==> config.mk <==
export PLATFORM = sky130hd
export DESIGN_NAME = dntmr_channel
export DESIGN_NICKNAME = d
export VERILOG_FILES = /design/src/rtl/dntmr_pkg.sv /design/src/rtl/dntmr_prescaler.sv /design/src/rtl/dntmr_edge_det.sv /design/src/rtl/dntmr_channel.sv
export SDC_FILE = /design/constraint.sdc
export NUM_CORES = 1
export LEC_CHECK = 0
export CORE_UTILIZATION = 48
export DETAILED_ROUTE_END_ITERATION = 8
export DONT_BUFFER_PORTS = 1
export PLACE_DENSITY = 0.67
export SYNTH_ARGS = -nofsm -noshare
export SYNTH_HDL_FRONTEND = slang
export SYNTH_HIERARCHICAL = 1
export SYNTH_SLANG_ARGS = --single-unit
==> constraint.sdc <==
create_clock -name clk -period 4.1 [get_ports clk]
set_clock_uncertainty 0.1 [all_clocks]
set_input_delay 0.82 -clock clk [delete_from_list [all_inputs] [get_ports clk]]
set_output_delay 0.82 -clock clk [all_outputs]
set_load 0.02 [all_outputs]
==> src/rtl/dntmr_pkg.sv <==
package dntmr_pkg;

    typedef enum logic [2:0] {
        SRC_DIV4   = 3'd0,
        SRC_DIV16  = 3'd1,
        SRC_DIV64  = 3'd2,
        SRC_DIV256 = 3'd3,
        SRC_RTC    = 3'd4,
        SRC_EXT    = 3'd5,
        SRC_RSV6   = 3'd6,
        SRC_RSV7   = 3'd7
    } src_e;

    localparam logic [1:0] ADDR_CTRL   = 2'd0;
    localparam logic [1:0] ADDR_RELOAD = 2'd1;
    localparam logic [1:0] ADDR_COUNT  = 2'd2;

    localparam int CTL_START    = 0;
    localparam int CTL_SRC_LSB  = 1;
    localparam int CTL_EDGE_LSB = 4;
    localparam int CTL_IRQEN    = 6;
    localparam int CTL_FLAG     = 8;

endpackage

==> src/rtl/dntmr_prescaler.sv <==
module dntmr_prescaler #(
    parameter int NUM_TAPS  = 4,
    parameter int STEP_LOG2 = 2
) (
    input  logic                clk,
    input  logic                rst_n,
    output logic [NUM_TAPS-1:0] tap_o
);
    localparam int DIV_W = NUM_TAPS * STEP_LOG2;

    logic [DIV_W-1:0] div_d, div_q;

    always_comb begin
        div_d = div_q + 1'b1;
    end

    always_ff @(posedge clk or negedge rst_n) begin
        if (!rst_n) div_q <= '0;
        else        div_q <= div_d;
    end

    // Tap i pulses once every 2^((i+1)*STEP_LOG2) cycles
    for (genvar i = 0; i < NUM_TAPS; i++) begin : g_tap
        assign tap_o[i] = &div_q[(i+1)*STEP_LOG2-1:0];
    end

    // the fastest tap never pulses on two cycles in a row
    a_r1_tap_spacing: assert property (@(posedge clk) disable iff (!rst_n)
        tap_o[0] |=> !tap_o[0]);

endmodule

==> src/rtl/dntmr_edge_det.sv <==
module dntmr_edge_det #(
    parameter int SYNC_STAGES = 2
) (
    input  logic       clk,
    input  logic       rst_n,
    input  logic       sig_i,
    input  logic [1:0] mode_i,   // 00 rise, 01 fall, 1x both
    output logic       pulse_o
);
    typedef struct packed {
        logic [SYNC_STAGES-1:0] sync;
        logic                   prev;
    } edge_st_t;

    edge_st_t s_d, s_q;
    logic rise, fall;

    always_comb begin
        s_d      = s_q;
        s_d.sync = {s_q.sync[SYNC_STAGES-2:0], sig_i};
        s_d.prev = s_q.sync[SYNC_STAGES-1];
        rise     = s_q.sync[SYNC_STAGES-1] & ~s_q.prev;
        fall     = ~s_q.sync[SYNC_STAGES-1] & s_q.prev;
        if (mode_i[1])      pulse_o = rise | fall;
        else if (mode_i[0]) pulse_o = fall;
        else                pulse_o = rise;
    end

    always_ff @(posedge clk or negedge rst_n) begin
        if (!rst_n) s_q <= '0;
        else        s_q <= s_d;
    end

endmodule

==> src/rtl/dntmr_channel.sv <==
module dntmr_channel
    import dntmr_pkg::*;
#(
    parameter int CNT_W       = 32,
    parameter int SYNC_STAGES = 2
) (
    input  logic             clk,
    input  logic             rst_n,
    input  logic             rtc_tick_i,
    input  logic             ext_clk_i,
    input  logic             reg_we_i,
    input  logic [1:0]       reg_addr_i,
    input  logic [CNT_W-1:0] reg_wdata_i,
    output logic [CNT_W-1:0] reg_rdata_o,
    output logic             irq_o
);
    localparam int NUM_TAPS  = 4;
    localparam int STEP_LOG2 = 2;
    localparam int PAD_W     = CNT_W - CTL_FLAG - 1;

    typedef struct packed {
        logic [CNT_W-1:0] cnt;
        logic [CNT_W-1:0] reload;
        logic             start;
        src_e             src;
        logic [1:0]       edge_sel;
        logic             irq_en;
        logic             flag;
    } chan_st_t;

    chan_st_t s_d, s_q;

    logic [NUM_TAPS-1:0] taps;
    logic rtc_pulse, ext_pulse;
    logic ctrl_wr, reload_wr, cnt_wr;
    logic tick, step, underflow;

    dntmr_prescaler #(.NUM_TAPS(NUM_TAPS), .STEP_LOG2(STEP_LOG2)) u_presc (
        .clk(clk), .rst_n(rst_n), .tap_o(taps)
    );

    dntmr_edge_det #(.SYNC_STAGES(SYNC_STAGES)) u_rtc_edge (
        .clk(clk), .rst_n(rst_n), .sig_i(rtc_tick_i), .mode_i(2'b00), .pulse_o(rtc_pulse)
    );

    dntmr_edge_det #(.SYNC_STAGES(SYNC_STAGES)) u_ext_edge (
        .clk(clk), .rst_n(rst_n), .sig_i(ext_clk_i), .mode_i(s_q.edge_sel), .pulse_o(ext_pulse)
    );

    always_comb begin
        ctrl_wr   = reg_we_i && (reg_addr_i == ADDR_CTRL);
        reload_wr = reg_we_i && (reg_addr_i == ADDR_RELOAD);
        cnt_wr    = reg_we_i && (reg_addr_i == ADDR_COUNT);

        case (s_q.src)
            SRC_DIV4, SRC_DIV16, SRC_DIV64, SRC_DIV256: tick = taps[s_q.src[1:0]];
            SRC_RTC:                                    tick = rtc_pulse;
            SRC_EXT:                                    tick = ext_pulse;
            default:                                    tick = 1'b0;
        endcase

        step      = s_q.start && tick;
        underflow = step && !cnt_wr && (s_q.cnt == '0);

        s_d = s_q;
        if (cnt_wr)         s_d.cnt = reg_wdata_i;
        else if (underflow) s_d.cnt = s_q.reload;
        else if (step)      s_d.cnt = s_q.cnt - 1'b1;

        if (reload_wr) s_d.reload = reg_wdata_i;

        if (ctrl_wr) begin
            s_d.start    = reg_wdata_i[CTL_START];
            s_d.src      = src_e'(reg_wdata_i[CTL_SRC_LSB +: 3]);
            s_d.edge_sel = reg_wdata_i[CTL_EDGE_LSB +: 2];
            s_d.irq_en   = reg_wdata_i[CTL_IRQEN];
            if (!reg_wdata_i[CTL_FLAG]) s_d.flag = 1'b0;
        end
        if (underflow) s_d.flag = 1'b1;

        case (reg_addr_i)
            ADDR_CTRL:   reg_rdata_o = {{PAD_W{1'b0}}, s_q.flag, 1'b0, s_q.irq_en,
                                        s_q.edge_sel, s_q.src, s_q.start};
            ADDR_RELOAD: reg_rdata_o = s_q.reload;
            ADDR_COUNT:  reg_rdata_o = s_q.cnt;
            default:     reg_rdata_o = '0;
        endcase

        irq_o = s_q.flag && s_q.irq_en;
    end

    always_ff @(posedge clk or negedge rst_n) begin
        if (!rst_n) begin
            s_q          <= '0;
            s_q.cnt      <= '1;
            s_q.reload   <= '1;
            s_q.src      <= SRC_DIV4;
        end else begin
            s_q <= s_d;
        end
    end

    // a step at zero brings in the reload constant
    a_r5_reload_on_underflow: assert property (@(posedge clk) disable iff (!rst_n)
        (step && !cnt_wr && s_q.cnt == '0) |=> (s_q.cnt == $past(s_q.reload)));

    // the flag only drops after a zero is written to it
    a_r6_flag_sticky: assert property (@(posedge clk) disable iff (!rst_n)
        (s_q.flag && !(ctrl_wr && !reg_wdata_i[CTL_FLAG])) |=> s_q.flag);

    // reserved source codes hold the count
    a_r4_reserved_hold: assert property (@(posedge clk) disable iff (!rst_n)
        ((s_q.src == SRC_RSV6 || s_q.src == SRC_RSV7) && !cnt_wr) |=> $stable(s_q.cnt));

    // a stopped channel holds the count
    a_r8_stopped_hold: assert property (@(posedge clk) disable iff (!rst_n)
        (!s_q.start && !cnt_wr) |=> $stable(s_q.cnt));

    // a counter write always lands
    a_r8_write_priority: assert property (@(posedge clk) disable iff (!rst_n)
        cnt_wr |=> (s_q.cnt == $past(reg_wdata_i)));

endmodule

== Word-level counts from Yosys, hierarchy flattened ==
Index checks and enable logic that the tools add are counted.
W data, S select, Z words.
Word-level totals
  register bits: 86
  bits in latches: 0
  bits in writable memories: 0
  memory bits (read-only): 0
  bits of input ports: 39
  output and inout port bits: 33
  memories: 0
Operators by class
  add/subtract/negate cells: 2
  $mul: 0
  div/mod/pow operators: 0
  order comparisons: 1
  equality and inequality tests: 8
  shift-type cells: 0
  mux-type cells: 12
  bitwise operators: 7
  reduce and logical (&&, ||, !) cells: 19
Operator list (count)
  $mux W32: 3
  $pmux W32 S3: 1
  $logic_not A32 Y1: 1
  $sub A32 B1 Y32 const B: 1
  $add A8 B1 Y8 const B: 1
  $reduce_and A8 Y1: 1
  $logic_and A1 B1 Y1: 7
  $eq A3 B2 Y1 const B: 2
  $eq A3 B3 Y1 const B: 2
  $mux W1: 6
  $reduce_and A6 Y1: 1
  $reduce_and A2 Y1: 2
  $reduce_and A4 Y1: 1
  $reduce_or A4 Y1: 1
  $and A1 B1 Y1: 3
  $eq A3 B1 Y1 const B: 1
  $logic_not A3 Y1: 1
  $lt A2 B3 Y1 const B: 1
  $not A1 Y1: 3
  $pmux W1 S3: 1
  $reduce_bool A3 Y1: 1
  $bmux W1 S2: 1
  $eq A2 B1 Y1 const B: 1
  $eq A2 B2 Y1 const B: 1
  5 further kinds: 5

== Longest topological paths before layout ==
Gate-level depths: netlist of run 1.
  word-level depth: 10
  mapped depth: 11

== By module ==
The synthesis of run 1 kept the hierarchy.
Modules (own cells, without submodules)
  dntmr_channel: instances 1, cells each 410, area an instance 4282.9 sq um, seq. area each 1881.8 sq um
  dntmr_prescaler: instances 1, cells each 27, area an instance 337.8 sq um, seq. area each 200.2 sq um
  dntmr_edge_det: instances 2, cells each 9, area an instance 127.6 sq um, seq. area each 75.1 sq um

== Worst setup path before layout of run 1 ==
OpenSTA, ideal clock, no wires.
  path kind: input -> output
  start: input reg_addr_i[1]
  end: output reg_rdata_o[0]
  arrival: 1.991 ns
  data required time: 3.180 ns
  setup slack: 1.189 ns
  cell stages on the path: 6
  buffers on the path: 3
  cell sequence: clkbuf_1 > nor2b_1 > clkbuf_1 > clkbuf_1 > nand2_1 > o21ai_0
On the way
  word-level cells in the longest chain between the ends: 2
  elaborated cells between the ends (all ways): 4
  those cells by class: 2 x eq/ne; 1 x mux; 1 x reduce/logical
Ends and longest elaborated chain
  start: declaration: line dntmr_channel.sv:12  | input logic [1:0] reg_addr_i,
  $eq A2 B2 Y1, or another cell as far along: line dntmr_channel.sv:81  | case (reg_addr_i)
  $pmux W32 S3 *: line dntmr_channel.sv:81
  end: declaration: line dntmr_channel.sv:14  | output logic [CNT_W-1:0] reg_rdata_o,
Mark *: on every way between the ends. The rest lies on a longest branch, timed or not.

==> impl_metrics.env, run 1 <==
export IMPL_synthArstFlopShare_pct=100.0
export IMPL_first_global_vias=3534
export IMPL_synthMuxAreaShare_pct=13.32
export IMPL_grt_util_all_layers_pct=23.99
export IMPL_r2r_slack_ps=1040
export IMPL_yosys_warnings=6
export IMPL_dieArea_um2=10560
export IMPL_cp_depth=5
export IMPL_crit_chain="or4_4 > or4_4 > or4_4 > o211a_1 > a221o_1"
export IMPL_required_ps=4300
export IMPL_numPortBuffers=0
export IMPL_synthDistinctLibCells=53
export IMPL_arrival_ps=3260
export IMPL_rows=36
export IMPL_synth_ff_type="dfstp_2"
export IMPL_clockBufferDepth=2
export IMPL_reg2reg_depth=5
export IMPL_hold_class="input pin to async pin"
export IMPL_drt_iter0_drc=228
export IMPL_grt_pass1_wl_um=18870
export IMPL_setup_viol=0
export IMPL_pwr_share_comb_pct=28.4
export IMPL_drt_wirelength_per_cell_um=20.56
export IMPL_syn2layout_area_growth_pct=7.031
export IMPL_antenna_found_initial=0
export IMPL_finalHoldViolCount=0
export IMPL_r2r_start="s_q[51]$_DFFE_PN1P_"
export IMPL_cp_buffers_inverters=0
export IMPL_rsz0062_at_grt="false"
export IMPL_postCtsHoldBufs=0
export IMPL_max_freq_mhz=326.8
export IMPL_syn_area_per_cell_um2=10.72
export IMPL_cpMostUsedCell="or4_4"
export IMPL_netlist_instances=455
export IMPL_clock_latency_ps=370
export IMPL_clk_pin_slew_worst_paths_ps=90
export IMPL_switchingPower_mw=1.060
export IMPL_final_util_pct=53.15
export IMPL_drt_first_pass_iters=5
export IMPL_synth_adder_area_share_pct=1.540
export IMPL_cap_violations=0
export IMPL_slew_headroom_pct=32.89
export IMPL_hpwl_um=8132
export IMPL_diodes=0
export IMPL_multi_input_area_um2=2480
export IMPL_h_tree_depth=3
export IMPL_p_seq_share_pct=49.1
export IMPL_peakVddDrop_v=0.0002703
export IMPL_crit_path_top_delay_cell="or4_4"
export IMPL_timing_rr_end="s_q[44]$_DFFE_PN1P_"
export IMPL_tightest_slew_ps=1001
export IMPL_wirelength_um=12010
export IMPL_critPathTopFamily="simple AND/OR/NAND/NOR gates"
export IMPL_synth_top_family_by_area="compound AO/OA/AOI/OAI gates"
export IMPL_cts_buffers=9
export IMPL_crit_path_max_fanout=28
export IMPL_io_pin_count=72
export IMPL_start_util_pct=49.66
export IMPL_intPower_mw=1.950
export IMPL_ant_nets=0
export IMPL_drc_errors=0
export IMPL_power_density_nw_per_um2=576.7
export IMPL_critical_path_class="flip-flop to flip-flop"
export IMPL_ys_seq_area_share_pct=45.78
export IMPL_seq_area_um2=2232
export IMPL_cts_sinks=86
export IMPL_cts_post_setup_buffers_inserted=0
export IMPL_period_needed_ps=3060
export IMPL_synthXorXnorAreaFrac_pct=4.824
export IMPL_drv_slew=0
export IMPL_tns_ps=0
export IMPL_fp_dieH_um=102.8
export IMPL_syn_area_um2=4876
export IMPL_final_nets=491
export IMPL_synth_edf_count=0
export IMPL_fin_crit_sh_pct=74.64
export IMPL_slowest_delay_ps=760
export IMPL_grt_ovfl_total=0
export IMPL_grt_max_degree=87
export IMPL_synth_compound_area_share_pct=18.35
export IMPL_switching_share_pct=35.22
export IMPL_ys_ff_latch=86
export IMPL_gp_congestion=0.7915
export IMPL_drive_gt1_share_pct=31.04
export IMPL_p_leak_nw=2.044
export IMPL_cp_end_kind="flip-flop"
export IMPL_worstSetupStartpointType="flip-flop"
export IMPL_clkPwrFrac_pct=22.4
export IMPL_status="completed"
export IMPL_synth_simple_area_share_pct=12.47
export IMPL_cts_resized=0
export IMPL_viasPerCell=6.259
export IMPL_coreArea_um2=9819
export IMPL_fillCellCount=911
export IMPL_die_w_um=102.8
export IMPL_cts_root_buf="clkbuf_8"
export IMPL_vias=3655
export IMPL_cts_tree="built"
per-stage QoR:
| stage | hold slack, ps | instances | cell area (um^2) | setup WS (ps) | total power, mW |
|---|---|---|---|---|---|
| global route | 19.72 | 584 | 5219 | 914.0 | 3.187 |
| global placement | 234.4 | 568 | 4999 | 1112 | 2.305 |
| CTS | 23.03 | 584 | 5219 | 1053 | 3.018 |
| detailed placement | 239.5 | 568 | 4999 | 1054 | 2.339 |
| floorplan | 231.2 | 456 | 4880 | 1189 | 2.112 |
| finish | 53.12 | 584 | 5219 | 1040 | 3.010 |
final cells by class:
type,instances,share of cell area (%)
multi-input cells,327,47.52
flip-flops and latches,86,42.77
well taps,133,3.189
clock buffers,10,2.637
clock inverters,6,1.582
repair buffers,10,1.439
inverters,12,0.8631
state kept, by name, summed over array words and instances, names as in the netlist:
signal	flops
u_ext_edge/s_d	2
u_rtc_edge/s_q	1
u_rtc_edge/s_d	2
u_ext_edge/s_q	1
s_q	72
u_presc/div_q	8
power groups by stage:
stage | registers, mW | logic [mW] | clock network [mW]
6_report | 1.48 | 0.855 | 0.675
5_1_grt | 1.52 | 0.946 | 0.717
4_1_cts | 1.47 | 0.857 | 0.690
3_5_place_dp | 1.49 | 0.853 | 0
3_3_place_gp | 1.47 | 0.834 | 0
2_1_floorplan | 1.37 | 0.740 | 0
cell usage in the layout, fill, tap and decap left out, types with 2 or more instances in the layout:
master,instances
xnor2_1,15
dfstp_2,64
conb_1,2
xor2_1,10
bufinv_16,2
o211a_1,2
nor3_1,15
clkbuf_8,10
dfrtp_1,22
mux2_2,39
nor2b_2,2
nand2_1,17
a221o_1,6
nand3_1,4
a22oi_1,24
nand4b_1,3
and2_1,3
clkinv_2,2
o31ai_1,8
o21ai_0,47
ha_1,6
and3_1,3
or4_4,3
nor4_1,8
o31a_1,2
or4_1,4
nor2_1,20
nand4_1,7
mux2i_1,21
buf_4,10
o21a_1,2
a22o_1,28
inv_1,11
a21oi_1,2
or3_1,5
cell families (layout without fill, tap and decap cells):
| family | Yosys count | count (layout) |
|---|---|---|
| compound gates | 127 | 127 |
| xor+xnor | 26 | 26 |
| fa+ha+maj | 6 | 6 |
| buf+inv | 43 | 38 |
| flops | 86 | 86 |
| mux | 60 | 60 |
| other cells | 1 | 2 |
| simple gates | 106 | 106 |
worst max path at each step:
stage	start	end
CTS	s_q[51]$_DFFE_PN1P_	s_q[44]$_DFFE_PN1P_
global route	u_presc/div_q[0]$_DFF_PN0_	s_q[64]$_DFFE_PN1P_
global placement	s_q[51]$_DFFE_PN1P_	s_q[48]$_DFFE_PN1P_
detailed placement	reg_addr_i[1]	s_q[40]$_DFFE_PN1P_
floorplan	reg_addr_i[1]	reg_rdata_o[0]
finish	s_q[51]$_DFFE_PN1P_	s_q[44]$_DFFE_PN1P_
cells in the mapped netlist (4+ instances only):
library cell | instances | area [um^2]
a221o_1 | 6 | 60.06
clkbuf_1 | 23 | 86.33
mux2_2 | 39 | 439.2
nand2_1 | 17 | 63.81
inv_1 | 11 | 41.29
or3_1 | 5 | 31.28
nor4_1 | 8 | 50.05
a22o_1 | 28 | 245.2
xor2_1 | 10 | 87.58
nand3_1 | 4 | 20.02
dfrtp_1 | 22 | 550.5
nand4_1 | 7 | 43.79
nor2_1 | 20 | 75.07
xnor2_1 | 15 | 131.4
dfstp_2 | 64 | 1682
or4_1 | 4 | 30.03
ha_1 | 6 | 75.07
o31ai_1 | 8 | 60.06
o21ai_0 | 47 | 235.2
a22oi_1 | 24 | 180.2
mux2i_1 | 21 | 210.2
buf_1 | 5 | 18.77
nor3_1 | 16 | 80.08
layer usage:
metal  global-route usage (%)  share of wire [%]  up-vias  wire (um)
met4                    8.884                1.5        0        181
met2                    37.49                 47       96       5646
li1                         -                  -     1688          -
met5                        0                  0        -          0
met3                    7.119                7.0       12        844
met1                    31.59                 44     1859       5337
Power figures use the tool's default switching activity.
==> run 2: changes to the inputs <==
--- a/config.mk
+++ b/config.mk
@@ -8,7 +8,7 @@
 export CORE_UTILIZATION = 48
 export DETAILED_ROUTE_END_ITERATION = 8
 export DONT_BUFFER_PORTS = 1
-export PLACE_DENSITY = 0.67
+export PLACE_DENSITY = 0.69
 export SYNTH_ARGS = -nofsm -noshare
 export SYNTH_HDL_FRONTEND = slang
 export SYNTH_HIERARCHICAL = 1
==> constraint.sdc (replaced) <==
create_clock -name clk -period 2.56 [get_ports clk]
set_clock_uncertainty 0.1 [all_clocks]
set_input_delay 0.512 -clock clk [delete_from_list [all_inputs] [get_ports clk]]
set_output_delay 0.512 -clock clk [all_outputs]
set_load 0.02 [all_outputs]
==> impl_metrics.env, run 2 (synthesis gave the netlist of run 1 again) <==
export IMPL_slew_headroom_pct=49.56
export IMPL_grt_max_degree=87
export IMPL_clock_latency_ps=360
export IMPL_drt_wirelength_per_cell_um=20.63
export IMPL_hold_class="input pin to flip-flop"
export IMPL_cts_buffers=9
export IMPL_status="finished with violations"
export IMPL_ant_nets=0
export IMPL_cts_sinks=86
export IMPL_required_ps=2730
export IMPL_clockBufferDepth=2
export IMPL_setup_viol=10
export IMPL_clk_pin_slew_worst_paths_ps=90
export IMPL_timing_final_ws_setup_ps=-96.48
export IMPL_final_cell_mix="dfstp_2, buf_4, mux2_2, o21ai_0, a22o_1"
export IMPL_p_leak_nw=2.337
export IMPL_io_pin_count=72
export IMPL_wirelength_um=13100
export IMPL_first_global_vias=3909
export IMPL_reg_top3="s_q (72), u_presc/div_q (8)"
export IMPL_critical_path_class="flip-flop to flip-flop"
export IMPL_violations="negative setup slack"
export IMPL_drc_errors=0
export IMPL_die_w_um=102.8
export IMPL_hpwl_um=9109
export IMPL_r2r_slack_ps=-100
export IMPL_cp_end_kind="flip-flop"
export IMPL_cts_root_buf="clkbuf_8"
export IMPL_power_density_nw_per_um2=916.1
export IMPL_drv_slew=0
export IMPL_h_tree_depth=3
export IMPL_drt_iter0_drc=192
export IMPL_grt_util_all_layers_pct=25.46
export IMPL_fp_dieH_um=102.8
export IMPL_viasPerCell=6.214
export IMPL_tightest_slew_ps=748.7
export IMPL_cts_tree="built"
export IMPL_cap_violations=0
export IMPL_start_util_pct=49.66
export IMPL_syn2layout_area_growth_pct=18.63
export IMPL_gp_congestion=0.8405
export IMPL_fin_crit_sh_pct=103.8
export IMPL_pre_cts_slack_ps=-300.7
export IMPL_final_nets=542
export IMPL_period_needed_ps=2656
export IMPL_antenna_found_initial=0
export IMPL_max_freq_mhz=376.4
export IMPL_peakVddDrop_v=0.0003843
export IMPL_grt_pass1_wl_um=20420
export IMPL_coreArea_um2=9819
export IMPL_worstSetupStartpointType="flip-flop"
export IMPL_vias=3946
export IMPL_mostFrequentLayoutCell="dfstp_2"
export IMPL_rows=36
export IMPL_dieArea_um2=10560
export IMPL_drt_first_pass_iters=5
export IMPL_diodes=0
export IMPL_grt_ovfl_total=0
export IMPL_numPortBuffers=0
export IMPL_tns_ps=-459.8
export IMPL_drive_gt1_share_pct=40.24
export IMPL_largest_reg_flops=72
export IMPL_crit_path_max_fanout=5
export IMPL_finalHoldViolCount=0
export IMPL_regMostFlops="s_q"
export IMPL_rsz0062_at_grt="true"
export IMPL_arrival_ps=2830
## run 2: layout make-up
cell class | count | area [um^2]
Tap cell | 133 | 166.4
Multi-Input combinational cell | 328 | 2566
Timing Repair Buffer | 60 | 525.5
Clock buffer | 11 | 141.4
Fill cell | 878 | 4035
Inverter | 12 | 45.04
Sequential cell | 86 | 2232
Clock inverter | 5 | 107.6
## run 2: worst max-delay path, cell delays in order (launching register included)
cell	delay, ps
dfstp_2	380
or4_4	530
or4_4	470
or4_4	600
buf_4	170
and2_0	130
o31ai_1	190
## run 2: through the flow
| stage | hold slack [ps] | util [%] | power [mW] | cell area [um^2] | cells |
|---|---|---|---|---|---|
| floorplan | 116.4 | - | 3.388 | 4883 | 456 |
| global placement | 123.8 | 54.52 | 3.902 | 5354 | 612 |
| detailed placement | 125.0 | 54.52 | 3.978 | 5354 | 612 |
| CTS | 47.28 | 57.95 | 5.233 | 5690 | 632 |
| global route | 42.30 | 58.91 | 5.576 | 5784 | 635 |
| finish | 69.15 | 58.91 | 5.299 | 5784 | 635 |
## run 2: path summary, 6_finish.rpt
kind,start,endpoint,depth (start not counted)
min,ext_clk_i,u_ext_edge/s_d[2]$_DFF_PN0_,0
max,s_q[52]$_DFFE_PN1P_,s_q[41]$_DFFE_PN1P_,6
min in group asynchronous,rst_n,u_presc/div_q[4]$_DFF_PN0_,2
max in group asynchronous,rst_n,s_q[42]$_DFFE_PN1P_,2
min reg2reg,u_rtc_edge/s_d[2]$_DFF_PN0_,u_rtc_edge/s_d[0]$_DFF_PN0_,0
max reg2reg,s_q[52]$_DFFE_PN1P_,s_q[41]$_DFFE_PN1P_,6
## run 2: repair_timing
| item | CTS | global route |
|---|---|---|
| cloned | 1 | 0 |
| hold buffers | 2 | 0 |
| hold endpoints to repair | 86 | 0 |
| setup endpoints to repair | 31 | 28 |
| resized for setup | 8 | 24 |
| buffers inserted | 1 | 3 |
| pin swaps | 2 | 7 |
## run 2: layer usage
metal  vias up  GRT usage (%)  wire, um  share of wire (%)
li1       1806              -         -                  -
met2       127          41.64      6447                 49
met4         0          6.717        92               0.70
met1      2001          33.55      5720                 44
met5         -              0         0                  0
met3        12          6.780       842                6.4
## run 2: where the power goes
part	switching, mW	internal (mW)	total [mW]
Combinational	0.952	0.849	1.80
Sequential	0.408	1.91	2.31
Clock	0.504	0.679	1.18
==> run 3: changes to the inputs <==
--- a/config.mk
+++ b/config.mk
@@ -11,5 +11,4 @@
 export PLACE_DENSITY = 0.69
 export SYNTH_ARGS = -nofsm -noshare
 export SYNTH_HDL_FRONTEND = slang
-export SYNTH_HIERARCHICAL = 1
 export SYNTH_SLANG_ARGS = --single-unit
==> impl_metrics.env, run 3 <==
export IMPL_crit_path_max_fanout=5
export IMPL_vias=4202
export IMPL_final_util_pct=55.25
export IMPL_clk_pin_slew_worst_paths_ps=90
export IMPL_synthTopCellsByCount="dfstp_2, a21oi_1, mux2_2, nand2_1, nor2_1"
export IMPL_grt_util_all_layers_pct=24.71
export IMPL_rsz0062_at_grt="true"
export IMPL_syn2layout_area_growth_pct=12.52
export IMPL_fillCellCount=919
export IMPL_p_leak_nw=2.207
export IMPL_multi_input_area_um2=2620
export IMPL_slowest_delay_ps=530
export IMPL_finalHoldViolCount=0
export IMPL_final_cell_mix="dfstp_2, a21oi_1, nand2_1, mux2_2"
export IMPL_gp_congestion=0.8174
export IMPL_synth_top_area_share_pct=33.33
export IMPL_reg_top3="s_q (72), u_presc.div_q (8)"
export IMPL_synthMostInstantiatedCell="dfstp_2"
export IMPL_syn_num_nets=562
export IMPL_fp_dieH_um=104.5
export IMPL_diodes=0
export IMPL_synthDistinctLibCells=56
export IMPL_ant_nets=0
export IMPL_cp_endpoint="s_q[55]$_DFFE_PN1P_"
export IMPL_synthArstFlopShare_pct=100.0
export IMPL_clockBufferDepth=2
export IMPL_r2r_slack_ps=-70
export IMPL_wirelength_um=13120
export IMPL_critPathTopFamily="simple AND/OR/NAND/NOR gates"
export IMPL_io_pin_count=72
export IMPL_numPortBuffers=0
export IMPL_setup_viol=3
export IMPL_fin_crit_sh_pct=102.6
export IMPL_timing_final_ws_setup_ps=-66.95
export IMPL_grt_max_degree=87
export IMPL_status="finished with violations"
export IMPL_dieArea_um2=10930
export IMPL_tns_ps=-97.51
export IMPL_cts_root_buf="clkbuf_8"
export IMPL_synthTopCellsByArea="dfstp_2, dfrtp_1, mux2_2"
export IMPL_syn_area_per_cell_um2=9.741
export IMPL_synth_ff_type="dfstp_2"
export IMPL_violations="negative setup slack"
export IMPL_grt_ovfl_total=0
export IMPL_start_util_pct=49.10
export IMPL_timing_rr_end="s_q[55]$_DFFE_PN1P_"
export IMPL_final_nets=577
export IMPL_cpMostUsedCell="or4_4"
export IMPL_netlist_instances=518
export IMPL_clock_latency_ps=360
export IMPL_drv_slew=0
export IMPL_grt_pass1_wl_um=21250
export IMPL_drive_gt1_share_pct=32.53
export IMPL_first_global_vias=4049
export IMPL_cp_end_kind="flip-flop"
export IMPL_die_w_um=104.5
export IMPL_cp_startpoint="s_q[44]$_DFFE_PN1P_"
export IMPL_r2r_start="s_q[44]$_DFFE_PN1P_"
export IMPL_cts_tree="built"
export IMPL_synth_edf_count=0
export IMPL_syn_area_um2=5046
export IMPL_yosys_warnings=0
export IMPL_cts_sinks=86
export IMPL_whs_ps=68.35
export IMPL_slew_headroom_pct=52.44
export IMPL_hpwl_um=8892
export IMPL_power_density_nw_per_um2=864.4
export IMPL_crit_path_top_delay_cell="or4_4"
export IMPL_critical_path_class="flip-flop to flip-flop"
export IMPL_antenna_found_initial=0
export IMPL_drt_iter0_drc=332
export IMPL_synth_top_area_cell="dfstp_2"
export IMPL_arrival_ps=2820
export IMPL_seq_area_um2=2232
export IMPL_tightest_slew_ps=706.0
export IMPL_coreArea_um2=10280
export IMPL_peakVddDrop_v=0.0004039
export IMPL_viasPerCell=6.234
export IMPL_cp_depth=6
export IMPL_crit_chain="or4_4 > or3_4 > or4_4 > or2_4 > a211o_1 > a21oi_2"
export IMPL_drc_errors=0
export IMPL_ys_seq_area_share_pct=44.24
export IMPL_drt_first_pass_iters=5
export IMPL_largest_reg_flops=72
export IMPL_hold_class="input pin to flip-flop"
export IMPL_ys_ff_latch=86
export IMPL_cap_violations=0
export IMPL_period_needed_ps=2627
export IMPL_drt_wirelength_per_cell_um=19.47
export IMPL_mostFrequentLayoutCell="dfstp_2"
export IMPL_dpl_cell_area_um2=5348
export IMPL_cp_buffers_inverters=0
export IMPL_max_freq_mhz=380.7
export IMPL_regMostFlops="s_q"
export IMPL_required_ps=2760
export IMPL_reg2reg_depth=6
export IMPL_p_total_mw=4.908
export IMPL_final_cell_area_um2=5678
export IMPL_rows=37
export IMPL_cts_buffers=9
export IMPL_worstSetupStartpointType="flip-flop"
export IMPL_h_tree_depth=3
-- run 3: how the worst min path moves through the flow --
stage	cells after the start	start	slack, ps	end
after global placement	0	rst_n	120	s_q[0]$_DFFE_PN0P_
after CTS	0	ext_clk_i	50	u_ext_edge.s_d[2]$_DFF_PN0_
after floorplan	0	rst_n	120	s_q[0]$_DFFE_PN0P_
after global routing	0	ext_clk_i	40	u_ext_edge.s_d[2]$_DFF_PN0_
final	0	ext_clk_i	70	u_ext_edge.s_d[2]$_DFF_PN0_
after detailed placement	0	rst_n	120	s_q[0]$_DFFE_PN0P_
-- run 3: cell families (layout without fill, tap and decap cells) --
group,Yosys count,in the layout,synth area share (%)
mux,51,51,11.08
compound gates,146,146,19.56
buf+inv,48,68,4.314
xor+xnor,19,19,3.298
simple gates,163,163,16.27
fa+ha+maj,5,5,1.240
flops,86,86,44.24
-- run 3: layer usage --
| metal | routed length (um) | vias to the layer above | GRT usage (%) |
|---|---|---|---|
| li1 | - | 1961 | - |
| met1 | 5754 | 2070 | 32.86 |
| met2 | 6223 | 151 | 39.83 |
| met3 | 895 | 20 | 5.053 |
| met4 | 250 | 0 | 9.082 |
| met5 | 0 | - | 0 |
-- run 3: power by group --
| part | total, mW | leakage (nW) | switching, mW | internal (mW) |
|---|---|---|---|---|
| logic | 1.35 | 1.15 | 0.711 | 0.642 |
| clock network | 1.19 | 0.120 | 0.511 | 0.678 |
| registers | 2.37 | 0.937 | 0.448 | 1.92 |
| total | 4.91 | 2.21 | 1.67 | 3.24 |
-- run 3: area by class of cell --
class,instances,area share (%)
inverter,9,0.5950
tap,136,2.997
timing repair buffer,43,6.589
clock buffer,11,2.490
sequential,86,39.31
multi-input combinational,384,46.14
clock inverter,5,1.873
-- run 3: timing repair --
item                                    in CTS  in global routing
endpoints found under the setup margin       7                 22
setup buffers                                1                  2
cloned                                       0                  0
gates resized for setup                      2                  5
hold buffers                                 2                  0
pin swaps                                    2                  4
endpoints found under the hold margin       86                  0
-- run 3: worst register-to-register path: stages, from the launching register on --
cell and delay (ps):
dfstp_2 380, or4_4 530, or3_4 360, or4_4 530
or2_4 280, a211o_1 270, a21oi_2 120
-- run 3: metrics by stage --
step	setup WS, ps	cells
3_5_place_dp	-39.91	653
4_1_cts	-64.16	672
5_1_grt	-134.7	674
2_1_floorplan	-193.8	518
3_3_place_gp	-1.569	653
6_report	-66.95	674
